$ cat src/rtl/blit_pkg.sv
package blit_pkg;
  localparam int unsigned WORD_W  = 32;
  localparam int unsigned COORD_W = WORD_W / 2;

  typedef enum logic [1:0] {ST_IDLE, ST_RD, ST_WR} blit_st_e;

  typedef struct packed {
    logic [COORD_W-1:0] y;
    logic [COORD_W-1:0] x;
  } blit_xy_t;
endpackage

$ cat src/rtl/blit_cmd_rx.sv
module blit_cmd_rx
  import blit_pkg::*;
(
  input  logic              clk_i,
  input  logic              rst_ni,
  input  logic              take_i,
  input  logic [WORD_W-1:0] word_i,
  output logic              collecting_o,
  output logic              pkt_done_o,
  output logic [1:0]        dir_o,
  output blit_xy_t          src_o,
  output blit_xy_t          dst_o
);
  logic [1:0] cnt_q;

  assign collecting_o = (cnt_q != 2'd0);
  assign pkt_done_o   = take_i && (cnt_q == 2'd3);

  always_ff @(posedge clk_i or negedge rst_ni) begin
    if (!rst_ni) begin
      cnt_q <= '0;
      dir_o <= '0;
      src_o <= '0;
      dst_o <= '0;
    end else if (take_i) begin
      cnt_q <= cnt_q + 2'd1;
      case (cnt_q)
        2'd0:    dir_o <= word_i[17:16];
        2'd1:    src_o <= word_i;
        2'd2:    dst_o <= word_i;
        default: ;
      endcase
    end
  end
endmodule

$ cat src/rtl/blit_walker.sv
module blit_walker
  import blit_pkg::*;
(
  input  logic               clk_i,
  input  logic               rst_ni,
  input  logic               load_i,
  input  logic               step_i,
  input  logic [1:0]         dir_i,
  input  blit_xy_t           size_i,
  output logic               empty_o,
  output logic [COORD_W-1:0] x_off_o,
  output logic [COORD_W-1:0] y_off_o,
  output logic               last_o
);
  logic [COORD_W-1:0] w_q, h_q, xc_q, yc_q;
  logic [1:0]         dir_q;
  logic               x_end;

  assign empty_o = (size_i.x == '0) || (size_i.y == '0);
  assign x_end   = (xc_q == w_q - 1'b1);
  assign last_o  = x_end && (yc_q == h_q - 1'b1);
  // descending axes count from the far edge
  assign x_off_o = dir_q[0] ? (w_q - 1'b1 - xc_q) : xc_q;
  assign y_off_o = dir_q[1] ? (h_q - 1'b1 - yc_q) : yc_q;

  always_ff @(posedge clk_i or negedge rst_ni) begin
    if (!rst_ni) begin
      w_q   <= '0;
      h_q   <= '0;
      xc_q  <= '0;
      yc_q  <= '0;
      dir_q <= '0;
    end else if (load_i) begin
      w_q   <= size_i.x;
      h_q   <= size_i.y;
      dir_q <= dir_i;
      xc_q  <= '0;
      yc_q  <= '0;
    end else if (step_i) begin
      if (x_end) begin
        xc_q <= '0;
        yc_q <= yc_q + 1'b1;
      end else begin
        xc_q <= xc_q + 1'b1;
      end
    end
  end
endmodule

$ cat src/rtl/blit_seq.sv
module blit_seq
  import blit_pkg::*;
#(
  parameter int unsigned ADDR_W = 32,
  parameter int unsigned DATA_W = 32,
  parameter int unsigned STRIDE = 64
) (
  input  logic              clk_i,
  input  logic              rst_ni,
  input  logic              cmd_valid_i,
  input  logic [31:0]       cmd_data_i,
  output logic              cmd_ready_o,
  output logic              busy_o,
  output logic              rd_req_o,
  output logic [ADDR_W-1:0] rd_addr_o,
  input  logic              rd_ack_i,
  input  logic [DATA_W-1:0] rd_data_i,
  output logic              wr_req_o,
  output logic [ADDR_W-1:0] wr_addr_o,
  output logic [DATA_W-1:0] wr_data_o,
  input  logic              wr_ack_i
);
  localparam logic [ADDR_W-1:0] STRIDE_A = ADDR_W'(STRIDE);

  blit_st_e           st_q;
  logic               take, collecting, pkt_done, empty, last;
  logic [1:0]         dir;
  blit_xy_t           src, dst;
  logic [COORD_W-1:0] x_off, y_off;
  logic [DATA_W-1:0]  data_q;

  function automatic logic [ADDR_W-1:0] pix_addr(input logic [COORD_W-1:0] y,
                                                  input logic [COORD_W-1:0] x);
    return ADDR_W'(y) * STRIDE_A + ADDR_W'(x);
  endfunction

  assign cmd_ready_o = (st_q == ST_IDLE);
  assign take        = cmd_valid_i && cmd_ready_o;
  assign busy_o      = collecting || (st_q != ST_IDLE);

  blit_cmd_rx u_rx (
    .clk_i        (clk_i),
    .rst_ni       (rst_ni),
    .take_i       (take),
    .word_i       (cmd_data_i),
    .collecting_o (collecting),
    .pkt_done_o   (pkt_done),
    .dir_o        (dir),
    .src_o        (src),
    .dst_o        (dst)
  );

  blit_walker u_walk (
    .clk_i   (clk_i),
    .rst_ni  (rst_ni),
    .load_i  (pkt_done),
    .step_i  ((st_q == ST_WR) && wr_ack_i),
    .dir_i   (dir),
    .size_i  (blit_xy_t'(cmd_data_i)),
    .empty_o (empty),
    .x_off_o (x_off),
    .y_off_o (y_off),
    .last_o  (last)
  );

  assign rd_req_o  = (st_q == ST_RD);
  assign wr_req_o  = (st_q == ST_WR);
  assign rd_addr_o = pix_addr(src.y + y_off, src.x + x_off);
  assign wr_addr_o = pix_addr(dst.y + y_off, dst.x + x_off);
  assign wr_data_o = data_q;

  always_ff @(posedge clk_i or negedge rst_ni) begin
    if (!rst_ni) begin
      st_q   <= ST_IDLE;
      data_q <= '0;
    end else begin
      case (st_q)
        ST_IDLE: if (pkt_done && !empty) st_q <= ST_RD;
        ST_RD: if (rd_ack_i) begin
          data_q <= rd_data_i;
          st_q   <= ST_WR;
        end
        ST_WR: if (wr_ack_i) st_q <= last ? ST_IDLE : ST_RD;
        default: st_q <= ST_IDLE;
      endcase
    end
  end
endmodule

$ cat config.mk
export PLATFORM = sky130hd
export DESIGN_NAME = blit_seq
export DESIGN_NICKNAME = d
export VERILOG_FILES = /design/src/rtl/blit_pkg.sv /design/src/rtl/blit_cmd_rx.sv /design/src/rtl/blit_walker.sv /design/src/rtl/blit_seq.sv
export SDC_FILE = /design/constraint.sdc
export NUM_CORES = 1
export LEC_CHECK = 0
export ABC_AREA = 0
export BUFFER_PORTS_ARGS = -buffer_cell sky130_fd_sc_hd__buf_2
export CAP_MARGIN = 20
export CELL_PAD_IN_SITES_DETAIL_PLACEMENT = 1
export CELL_PAD_IN_SITES_GLOBAL_PLACEMENT = 1
export CORE_ASPECT_RATIO = 0.7
export CORE_UTILIZATION = 42
export CTS_CLUSTER_DIAMETER = 100
export DETAILED_ROUTE_END_ITERATION = 16
export PLACE_DENSITY_LB_ADDON = 0.08
export SLEW_MARGIN = 20
export SYNTH_ARGS = -nofsm -noshare
export SYNTH_HDL_FRONTEND = slang
export SYNTH_HIERARCHICAL = 1
export SYNTH_SLANG_ARGS = --single-unit
$ cat constraint.sdc
create_clock -name clk_i -period 5.7 [get_ports clk_i]
set_clock_uncertainty 0.05 [all_clocks]
set_input_delay 0.57 -clock clk_i [delete_from_list [all_inputs] [get_ports clk_i]]
set_output_delay 0.57 -clock clk_i [all_outputs]
set_load 0.005 [all_outputs]
* After elaboration in Yosys (flattened, before gate mapping) *
Cells that the tools add are included.

operators by class
  $add $sub $neg = 13
  multipliers = 0
  divide/modulo/power cells = 0
  magnitude comparators = 0
  equality and inequality tests = 10
  shift-type cells = 0
  muxes and demuxes = 13
  bitwise logic cells = 0
  reductions and logical operators = 22

operator list
  operator                                                                  number
  16-bit 2-to-1 mux                                                         8
  16-bit adder                                                              4
  22-bit by 16-bit adder with 23-bit output                                 2
  16-bit by 1-bit adder with 16-bit output (second input constant)          2
  16-bit == test                                                            2
  16-bit zero test                                                          2
  16-bit by 1-bit subtractor with 16-bit output (second input constant)     2
  16-bit subtractor                                                         2
  2-bit AND reduction                                                       5
  2-bit nonzero test                                                        4
  2-bit == test (second input constant)                                     3
  2-bit 2-to-1 mux                                                          3
  2-bit by 1-bit inequality test with 1-bit output (second input constant)  3
  2-bit case mux with 3 select lines                                        1
  1-bit logical AND                                                         5
  2-bit by 1-bit == test with 1-bit output (second input constant)          2
  2-bit zero test                                                           2
  3-bit AND reduction                                                       1
  2-bit by 1-bit adder with 2-bit output (second input constant)            1
  1-bit logical OR                                                          2
  1-bit zero test                                                           1
  1-bit 2-to-1 mux                                                          1

word-level totals
  bits in registers = 168
  latch bits = 0
  memory bits (writable) = 0
  ROM bits = 0
  input bits = 69
  output and inout bits = 100
  word-level logic and storage cells = 71
  memories kept = 0

* Logic depth before layout (Yosys ltp) *
Gate-level depths: netlist of the first run.

  word-level depth = 6
  depth in mapped cells = 27
  depth with buffers taken out = 27

* By module *
The synthesis of the first run kept the hierarchy.

by module, submodules not included
  module       times used  cells each  area an instance (µm²)
  blit_walker  1           613         5336.4
  blit_seq     1           620         5330.1
  blit_cmd_rx  1           154         2586.2

* Least setup slack after synthesis of the first run *
No wires, ideal clock.

  kind = reg-to-output
  from = reg u_walk.w_q[0]
  to = out wr_addr_o[17]
  arrival time = 5173 ps
  path slack = -93 ps
  stages on the path, launching flop included = 24
  path buffers = 0
  path through = dfrtp_1 nor4_1 nand2_1 xnor2_1 ha_1 and3_1 a221oi_1 o21ai_0 xor2_1 nand2_1 o21ai_0 ha_1 and2_1 a22o_1 a31oi_1 a21oi_1 xor2_1 ha_1 or2_2 o311ai_0 o2111a_1 nor3_1 a211oi_1 xnor2_1

between the ends
  cells in the longest elaborated chain, start to end = 5

RTL lines
  element                                        RTL line           source
  start, declared                                blit_walker.sv:15  logic [COORD_W-1:0] w_q, h_q, xc_q, yc_q;
  start signal, assigned                         blit_walker.sv:34  w_q <= size_i.x;
  16-bit by 1-bit subtractor with 16-bit output  blit_walker.sv:23  assign x_off_o = dir_q[0] ? (w_q - 1'b1 - xc_q) : xc_q;
  16-bit subtractor                              blit_walker.sv:23
  16-bit 2-to-1 mux                              blit_walker.sv:23
  named net x_off[8]                             blit_seq.sv:29     logic [COORD_W-1:0] x_off, y_off;
  16-bit adder                                   blit_seq.sv:69     assign wr_addr_o = pix_addr(dst.y + y_off, dst.x + x_off);
  22-bit by 16-bit adder with 23-bit output      blit_seq.sv:34     return ADDR_W'(y) * STRIDE_A + ADDR_W'(x);
  end, declared                                  blit_seq.sv:19     output logic [ADDR_W-1:0] wr_addr_o,

The timed path passes the listed nets, and every way through them passes these cells.

* Worst setup path after layout of the first run *
  from = reg u_walk.w_q[1]
  to = out wr_addr_o[17]

Same word-level chain as after synthesis.

==> results.json, run 1 <==
{
  "run_status": "finished with violations",
  "violations": "negative setup slack",
  "yosysSeqAreaShare": 0.3172,
  "wl_met3_um": 2107,
  "rsz0062_at_grt": "true",
  "core-area_um2": 31080,
  "dieWidth_um": 214.3,
  "synth.most_common_cell": "dfrtp_1",
  "layout_setup_ws_ns": -1.031,
  "period_share": 1.181,
  "htreeDepth": 4,
  "synth_enable_flop_cells": 0,
  "grt_pass1_wl_um": 70610,
  "drt_wl_total_um": 51490,
  "cts_tree": "done",
  "io_buffers": 150,
  "synth_commonest_cells": "dfrtp_1, mux2_2, ha_1",
  "synth-seq-cells": 168,
  "cp_max_fo": 4,
  "yosysTopAreaCell": "dfrtp_1",
  "dr.pass1.iters": 4,
  "cts_sinks": 168,
  "min_period_ns": 6.731,
  "nets": 2013,
  "drt_iter0_markers": 868,
  "wl_met1_um": 24230,
  "clk_path_buf_depth": 2,
  "rows": 54,
  "die_area_um2": 32280,
  "fmax_mhz": 148.6,
  "critPathKind": "reg -> out",
  "start_kind": "register",
  "initial_core_util": 0.4264,
  "tns_ns": -19.44,
  "cp_top_family": "simple AND/OR/NAND/NOR gates",
  "synth_top_area_frac": 0.3172,
  "antenna_found_initial": 2,
  "synthTopCellsByArea": "dfrtp_1, ha_1, mux2_2",
  "worstHoldPathType": "in -> async",
  "finalSetupViolations": 26,
  "chipHeight_um": 150.6,
  "drc": 0,
  "maxSlewViolCount": 0,
  "dr_wl_met2_um": 24260,
  "synth_cells": 1387,
  "grt_max_degree": 66,
  "ctsRootBufferMaster": "clkbuf_16",
  "num_vias": 12790,
  "cts_made_buffers": 17,
  "viasPerCell": 5.677,
  "yosysUniqueCellTypes": 91,
  "grt_overflow": 0,
  "track_usage": 0.2813,
  "cp.required_ns": 5.08,
  "dp_hpwl_um": 33750,
  "clkLatencyLatePin_ns": 0.44,
  "layout-drive-gt1-share": 0.4579,
  "ys.flop_type": "dfrtp_1",
  "wire_per_inst_um": 22.87,
  "cp-end-kind": "primary output",
  "syn_area_um2": 13250,
  "place_congestion": 0.8652,
  "final_util": 0.6007,
  "top_layer": "met4",
  "area_delta_synth_final_pct": 40.87,
  "cp_num_buf_inv": 4,
  "yosysWarnings": 6,
  "cap_viol_max_count": 0,
  "slowest_stage": "ha_1",
  "worst_pin_slew_ns": 1.022,
  "grt_pass1_vias": 12850,
  "cp.arrival_ns": 6.11,
  "ant_nets": 0,
  "slowest_delay_ns": 0.42,
  "relSlewSlack": 0.3118,
  "hold_viol_final": 0,
  "avgSynthCellArea_um2": 9.555,
  "fin_hold_ws_ns": 0.02384,
  "io_pins": 169,
  "synthArstFlopShare": 1.000,
  "path_clk_slew_ns": 0.07
}
[what timing repair did]
action,4_1_cts,5_1_grt
buffers inserted,36,30
pin swaps,93,125
setup endpoints to repair,30,28
hold buffers,0,0
gates resized for setup,144,164
[state kept, by name (all words and copies together) (netlist names), 16 cells and up]
register / flops
u_rx/dst_o: 32
u_rx/src_o: 32
wr_data_o: 32
u_walk/h_q: 16
u_walk/w_q: 16
u_walk/xc_q: 16
u_walk/yc_q: 16
[logic make-up (layout without fill, tap and decap cells)]
| kind of cell | Yosys count | after routing | synth area share |
|---|---|---|---|
| AND/OR/NAND/NOR | 372 | 372 | 0.1476 |
| AO/OA/AOI/OAI | 304 | 304 | 0.1537 |
| flip-flops | 168 | 168 | 0.3172 |
| XOR/XNOR | 140 | 140 | 0.09252 |
| multiplexers | 140 | 140 | 0.1178 |
| buffers and inverters | 136 | 562 | 0.04739 |
| adder cells (fa/ha/maj) | 126 | 126 | 0.1235 |
| other | 1 | 20 | 0.0002830 |
[stage by stage]
| stage | std cells | setup WS [ns] | cell area (µm²) |
|---|---|---|---|
| global route | 2252 | -1.251 | 18670 |
| floorplan | 1404 | 0.02597 | 13320 |
| CTS | 2222 | -0.7558 | 17560 |
| detailed placement | 2161 | -0.7660 | 16090 |
| global placement | 2161 | -0.5055 | 16090 |
| finish | 2252 | -1.031 | 18670 |
[worst register-to-register path, cell delays in order (launching register included)]
cell and delay, ns:
dfrtp_1 0.41, buf_6 0.14, nor4_4 0.34, nand3_2 0.18
buf_6 0.17, buf_4 0.15, o41ai_1 0.33, o21ai_0 0.21
ha_1 0.36, buf_4 0.14, nand4_1 0.12, nor3_1 0.72
o2111ai_2 0.48, or3_2 0.54, a21oi_1 0.14
[cells in the final DEF (no fill, tap or decap), drive strengths merged, types with 33 or more instances in the layout]
| cell | instances |
|---|---|
| nand2 | 76 |
| o21ai | 70 |
| dfrtp | 168 |
| mux2 | 128 |
| xor2 | 53 |
| buf | 445 |
| xnor2 | 87 |
| nor3 | 33 |
| ha | 118 |
| a21oi | 84 |
| inv | 90 |
| nor2 | 82 |
[area by class of cell]
type / instances / area (µm²)
antenna: 2 / 5.005
clock buffer: 20 / 456.7
clock inverter: 11 / 136.4
fill: 3440 / 12410
inverter: 86 / 327.8
multi-input combinational: 1100 / 9937
sequential: 168 / 4204
tap: 420 / 525.5
timing repair buffer: 445 / 3077
[worst paths after layout]
kind	depth (start not counted)	from	end	slack [ns]
max reg2reg	14	u_walk/w_q[1]	u_walk/yc_q[7]	1.14
max in group asynchronous	2	rst_ni	u_rx/dst_o[7]	4.33
max	25	u_walk/w_q[1]	wr_addr_o[17]	-1.03
min in group clk_i	2	wr_ack_i	st_q[1]	0.29
min reg2reg	2	u_rx/dir_o[1]	u_walk/dir_q[1]	0.44
min	1	rst_ni	u_rx/dst_o[28]	0.02
[routing by layer]
metal / track usage / vias up
met5: 0 / -
met4: 0.06286 / 0
met3: 0.04869 / 66
met2: 0.4463 / 329
met1: 0.3997 / 6522
li1: - / 5868
Power of run 1 is left out: the tool's default activity adds up to more than one toggle a clock period on the data nets, which glitch-free logic cannot reach.
==> run 2: changes to the inputs <==
==> constraint.sdc (replaced) <==
create_clock -name clk_i -period 5.7 [get_ports clk_i]
set_clock_uncertainty 0.05 [all_clocks]
set_input_delay 0.57 -clock clk_i [delete_from_list [all_inputs] [get_ports clk_i]]
set_output_delay 0.57 -clock clk_i [all_outputs]
set_load 0.01 [all_outputs]
==> run 2 against run 1 <==
- the run still ends with negative setup slack left
- critical path depth increased by 4
- core utilization down 2.2 points
- highest routed layer unchanged
- non-clock buffer count shrank 46
- critical endpoint is now rd_addr_o[17]
- sequential cell count did not move
- routed wire length is 11% lower
- die area did not move
- via count down 4.2%
- sequential share of layout area grew 0.88 points
==> results.json, run 2 (same netlist as run 1, synthesis figures left out) <==
{
  "place_inst": 2143,
  "drt_iter0_markers": 615,
  "mostFrequentLayoutCell": "buf_4",
  "cp-end-kind": "primary output",
  "finalNonFillerCells": 2205,
  "cp_top_family": "compound AO/OA/AOI/OAI gates",
  "cp_num_buf_inv": 7,
  "maxSlewViolCount": 0,
  "critPathKind": "reg -> out",
  "relSlewSlack": 0.2426,
  "dr.pass1.iters": 4,
  "dp_hpwl_um": 33840,
  "grt_pass1_vias": 12660,
  "worst_pin_slew_ns": 1.124,
  "cp_max_fo": 4,
  "fillers": 3505,
  "rsz0062_at_grt": "true",
  "fmax_mhz": 153.9,
  "die_area_um2": 32280,
  "clkLatencyLatePin_ns": 0.44,
  "min_period_ns": 6.498,
  "core-area_um2": 31080,
  "antenna_found_initial": 1,
  "ant_nets": 0,
  "track_usage": 0.2739,
  "ctsRootBufferMaster": "clkbuf_16",
  "hold_viol_final": 0,
  "multi_input_area_um2": 9683,
  "area_delta_synth_final_pct": 35.63,
  "violations": "negative setup slack",
  "place_congestion": 0.9098,
  "io_buffers": 150,
  "run_status": "finished with violations",
  "layout_setup_ws_ns": -0.7977,
  "slowest_delay_ns": 0.43,
  "dieWidth_um": 214.3,
  "clk_path_buf_depth": 2,
  "chipHeight_um": 150.6,
  "cp.arrival_ns": 5.88,
  "path_clk_slew_ns": 0.07,
  "register_area_um2": 4205,
  "viasPerCell": 5.556,
  "io_pins": 169,
  "cts_hold_buf": 0,
  "initial_core_util": 0.4264,
  "drc": 0,
  "period_share": 1.140,
  "rows": 54,
  "htreeDepth": 4,
  "nets": 1967,
  "cts_made_buffers": 17,
  "num_vias": 12250,
  "grt_overflow": 0,
  "cap_viol_max_count": 0,
  "cp.required_ns": 5.08,
  "worstHoldPathType": "in -> async",
  "cts_sinks": 168,
  "wire_per_inst_um": 20.77,
  "slowest_stage": "dfrtp_1",
  "grt_max_degree": 67,
  "layout-drive-gt1-share": 0.4305,
  "start_kind": "register",
  "finalSetupViolations": 25,
  "drt_wl_total_um": 45810,
  "grt_pass1_wl_um": 68920,
  "layout_common_cells": "buf_4, dfrtp_1, buf_2",
  "cts_tree": "done"
}
==> run 2: worst paths after layout <==
path	from	cells after the start	slack [ns]	to
max in group asynchronous	rst_ni	2	4.24	u_rx/src_o[24]
min in group clk_i	wr_ack_i	2	0.30	st_q[1]
setup reg to reg	u_walk/w_q[1]	14	1.28	u_walk/xc_q[8]
hold reg to reg	u_rx/dir_o[1]	2	0.45	u_walk/dir_q[1]
setup / recovery	u_walk/w_q[1]	29	-0.80	rd_addr_o[17]
hold / removal	rst_ni	1	0.01	u_walk/xc_q[3]
==> run 2: final cells by class <==
cell class | count | area share
multi-input cells | 1100 | 0.5387
flip-flops and latches | 168 | 0.2340
repair buffers | 399 | 0.1499
well taps | 420 | 0.02924
clock buffers | 18 | 0.02443
inverters | 86 | 0.01824
clock inverters | 13 | 0.005429
diodes | 1 | 0.0001392
==> run 2: stage by stage <==
step	TNS [ns]	cell area (µm²)	worst slack [ns]	util	hold WS (ns)
final	-12.93	17970	-0.7977	0.5783	0.01289
after global routing	-18.51	17970	-1.023	0.5783	0.04668
after CTS	-11.20	17340	-0.6865	0.5580	0.01822
after detailed placement	-9.760	15960	-0.6871	0.5136	0.4333
after global placement	-6.952	15960	-0.5662	0.5136	0.4131
after floorplan	0	13330	0.03816	-	0.2244
==> run 2: worst register-to-register path: cells and delay by family, from the launching register on <==
family,cells,cell delay (ns)
AO/OA/AOI/OAI,4,1.66
adder cells (fa/ha/maj),1,0.35
buffers and inverters,4,0.67
flip-flops,1,0.43
AND/OR/NAND/NOR,5,1.10
==> run 2: repair_timing <==
action,4_1_cts,5_1_grt
pin swaps,72,73
setup buffers,19,14
cloned,0,0
setup endpoints to repair,26,28
resized for setup,154,98
hold endpoints to repair,0,0
==> run 2: layer usage <==
| layer | global-route usage | vias up | routed length, µm |
|---|---|---|---|
| li1 | - | 5791 | - |
| met1 | 0.4026 | 6160 | 22940 |
| met2 | 0.4232 | 247 | 20330 |
| met3 | 0.04141 | 54 | 1881 |
| met4 | 0.06000 | 0 | 658 |
| met5 | 0 | - | 0 |
Power of run 2 is left out for the same reason.
==> run 3: changes to the inputs <==
--- a/config.mk
+++ b/config.mk
@@ -12,11 +12,11 @@
 export CELL_PAD_IN_SITES_GLOBAL_PLACEMENT = 1
 export CORE_ASPECT_RATIO = 0.7
 export CORE_UTILIZATION = 42
+export CTS_BUF_LIST = sky130_fd_sc_hd__clkbuf_2
 export CTS_CLUSTER_DIAMETER = 100
 export DETAILED_ROUTE_END_ITERATION = 16
-export PLACE_DENSITY_LB_ADDON = 0.08
+export PLACE_DENSITY_LB_ADDON = 0.1
 export SLEW_MARGIN = 20
 export SYNTH_ARGS = -nofsm -noshare
 export SYNTH_HDL_FRONTEND = slang
-export SYNTH_HIERARCHICAL = 1
 export SYNTH_SLANG_ARGS = --single-unit
==> run 3 against run 2 <==
- core utilization is 1.5 points higher
- critical endpoint unchanged
- fmax is 9.4% lower
- sequential share of layout area is 0.24 points higher
- routed wire length is 2.0% higher
- the flow still finishes with violations (negative setup slack)
- cell count hardly changed
- die area is 3.5% lower
- clock-buffer cell count is 1 lower
- synthesized cell count is 4.0% lower
- cell area is 1.0% lower
==> results.json, run 3 <==
{
  "synth_cells": 1331,
  "antenna_found_initial": 1,
  "cp.required_ns": 5.08,
  "synth_top_area_frac": 0.3289,
  "worst_pin_slew_ns": 0.9573,
  "maxSlewViolCount": 0,
  "place_congestion": 0.8904,
  "fillers": 3374,
  "drt_wl_total_um": 46720,
  "clk_path_buf_depth": 2,
  "r2r-start": "u_walk.w_q[8]",
  "relSlewSlack": 0.3618,
  "syn_area_um2": 12780,
  "io_pins": 169,
  "clkLatencyLatePin_ns": 0.89,
  "dieWidth_um": 210.5,
  "area_delta_synth_final_pct": 39.19,
  "layout_setup_ws_ns": -1.469,
  "ant_nets": 0,
  "grt_overflow": 0,
  "cts_tree": "done",
  "cts_made_buffers": 17,
  "htreeDepth": 4,
  "slowest_stage": "or4_4",
  "finalSetupViolations": 31,
  "cap_viol_max_count": 0,
  "min_period_ns": 7.169,
  "cp_common_cell": "buf_4",
  "worstHoldPathType": "in -> async",
  "grt_pass1_vias": 12370,
  "initial_core_util": 0.4264,
  "nets": 1977,
  "gr-usage-met2": 0.4728,
  "drt_iter0_markers": 531,
  "viasPerCell": 5.388,
  "dr.pass1.iters": 4,
  "fmax_mhz": 139.5,
  "start_kind": "register",
  "synthArstFlopShare": 1.000,
  "period_share": 1.258,
  "critPathKind": "reg -> out",
  "synth_enable_flop_cells": 0,
  "num_vias": 11880,
  "drc": 0,
  "path_clk_slew_ns": 0.33,
  "grt_pass1_wl_um": 69720,
  "mostFrequentLayoutCell": "buf_4",
  "synthTopCellsByArea": "dfrtp_1, ha_1, mux2_2",
  "rows": 53,
  "yosysTopAreaCell": "dfrtp_1",
  "r2r_setup_slack_ns": 0.70,
  "yosysSeqAreaShare": 0.3289,
  "yosysUniqueCellTypes": 77,
  "cts_sinks": 168,
  "dp_hpwl_um": 32180,
  "chipHeight_um": 148.0,
  "yosysWarnings": 0,
  "avgSynthCellArea_um2": 9.604,
  "gr-max-usage-layer": "met2",
  "ctsRootBufferMaster": "clkbuf_2",
  "grt.met1_usage": 0.4103,
  "grtUsageMet3": 0.04801,
  "violations": "negative setup slack",
  "run_status": "finished with violations",
  "r2r_end": "u_walk.yc_q[15]",
  "track_usage": 0.2921,
  "synth.most_common_cell": "dfrtp_1",
  "hold_viol_final": 0,
  "die_area_um2": 31150,
  "rsz0062_at_grt": "true",
  "cp_max_fo": 5,
  "tns_ns": -31.80,
  "cp.arrival_ns": 6.55,
  "synth-seq-cells": 168,
  "synth_commonest_cells": "dfrtp_1, mux2_2, ha_1",
  "io_buffers": 150,
  "layout_common_cells": "buf_4, dfrtp_1, buf_2",
  "slowest_delay_ns": 0.55,
  "r2r_cells": 16,
  "ys.flop_type": "dfrtp_1",
  "layout-drive-gt1-share": 0.4065,
  "wire_per_inst_um": 21.20,
  "grt_max_degree": 67,
  "cp-end-kind": "primary output",
  "core-area_um2": 29970
}
[run 3: layout make-up]
class,instances,area (µm²),share of cell area
Clock buffer,17,85.08,0.004782
Sequential cell,168,4205,0.2364
Timing Repair Buffer,459,3348,0.1882
Antenna cell,1,2.502,0.0001406
Tap cell,412,515.5,0.02897
Clock inverter,15,152.6,0.008579
Inverter,83,311.5,0.01751
Multi-Input combinational cell,1049,9171,0.5155
[run 3: cell families (layout without fill, tap and decap cells)]
family / count (synthesis) / in the layout / synth area share
other: 1 / 19 / 0.0002934
AND/OR/NAND/NOR: 344 / 344 / 0.1389
flip-flops: 168 / 168 / 0.3289
buffers and inverters: 131 / 574 / 0.04434
adder cells (fa/ha/maj): 130 / 130 / 0.1319
multiplexers: 139 / 139 / 0.1227
XOR/XNOR: 141 / 141 / 0.09896
AO/OA/AOI/OAI: 277 / 277 / 0.1339
[run 3: worst max path at each step]
stage,start,endpoint,slack [ns],depth (start not counted)
5_1_grt,u_walk.w_q[2],rd_addr_o[17],-1.74,31
2_1_floorplan,u_walk.w_q[0],wr_addr_o[21],-0.06,24
4_1_cts,u_walk.w_q[0],rd_addr_o[21],-1.43,25
3_5_place_dp,u_walk.w_q[0],rd_addr_o[22],-0.86,32
3_3_place_gp,u_walk.w_q[0],rd_addr_o[22],-0.53,29
6_report,u_walk.w_q[3],rd_addr_o[17],-1.47,29
[run 3: routing by layer]
layer  vias to the layer above  part of all wire
met5                         -                 0
met4                         0             0.014
met3                        45             0.041
met2                       266              0.47
met1                      5964              0.47
li1                       5600                 -
[run 3: repair_timing]
action | CTS | global route
setup buffers | 31 | 30
endpoints found under the hold margin | 197 | 0
pin swaps | 71 | 66
endpoints found under the setup margin | 32 | 32
gates resized for setup | 106 | 100
hold buffers | 68 | 0
[run 3: critical path: cells and delay by family (launching register included)]
| family | cells | cell delay, ns |
|---|---|---|
| xor gates and xnor gates | 3 | 0.43 |
| buffers and inverters | 6 | 0.77 |
| DFF | 1 | 0.48 |
| adders and majority gates | 3 | 0.90 |
| AOI/OAI and AO/OA | 9 | 1.79 |
| and+or+nand+nor | 8 | 1.30 |
[run 3: stage by stage]
step                      hold slack [ns]  instances    util  instance area [µm²]  worst slack [ns]
final                             0.09425       2204  0.5936                17790            -1.469
after global routing               0.1121       2204  0.5936                17790            -1.736
after CTS                          0.1371       2185  0.5717                17140            -1.431
after detailed placement           0.4385       2059  0.5186                15540           -0.8635
after global placement             0.4333       2059  0.5186                15540           -0.5270
after floorplan                    0.2244       1348       -                13030          -0.05576
Power of run 3 is left out for the same reason.
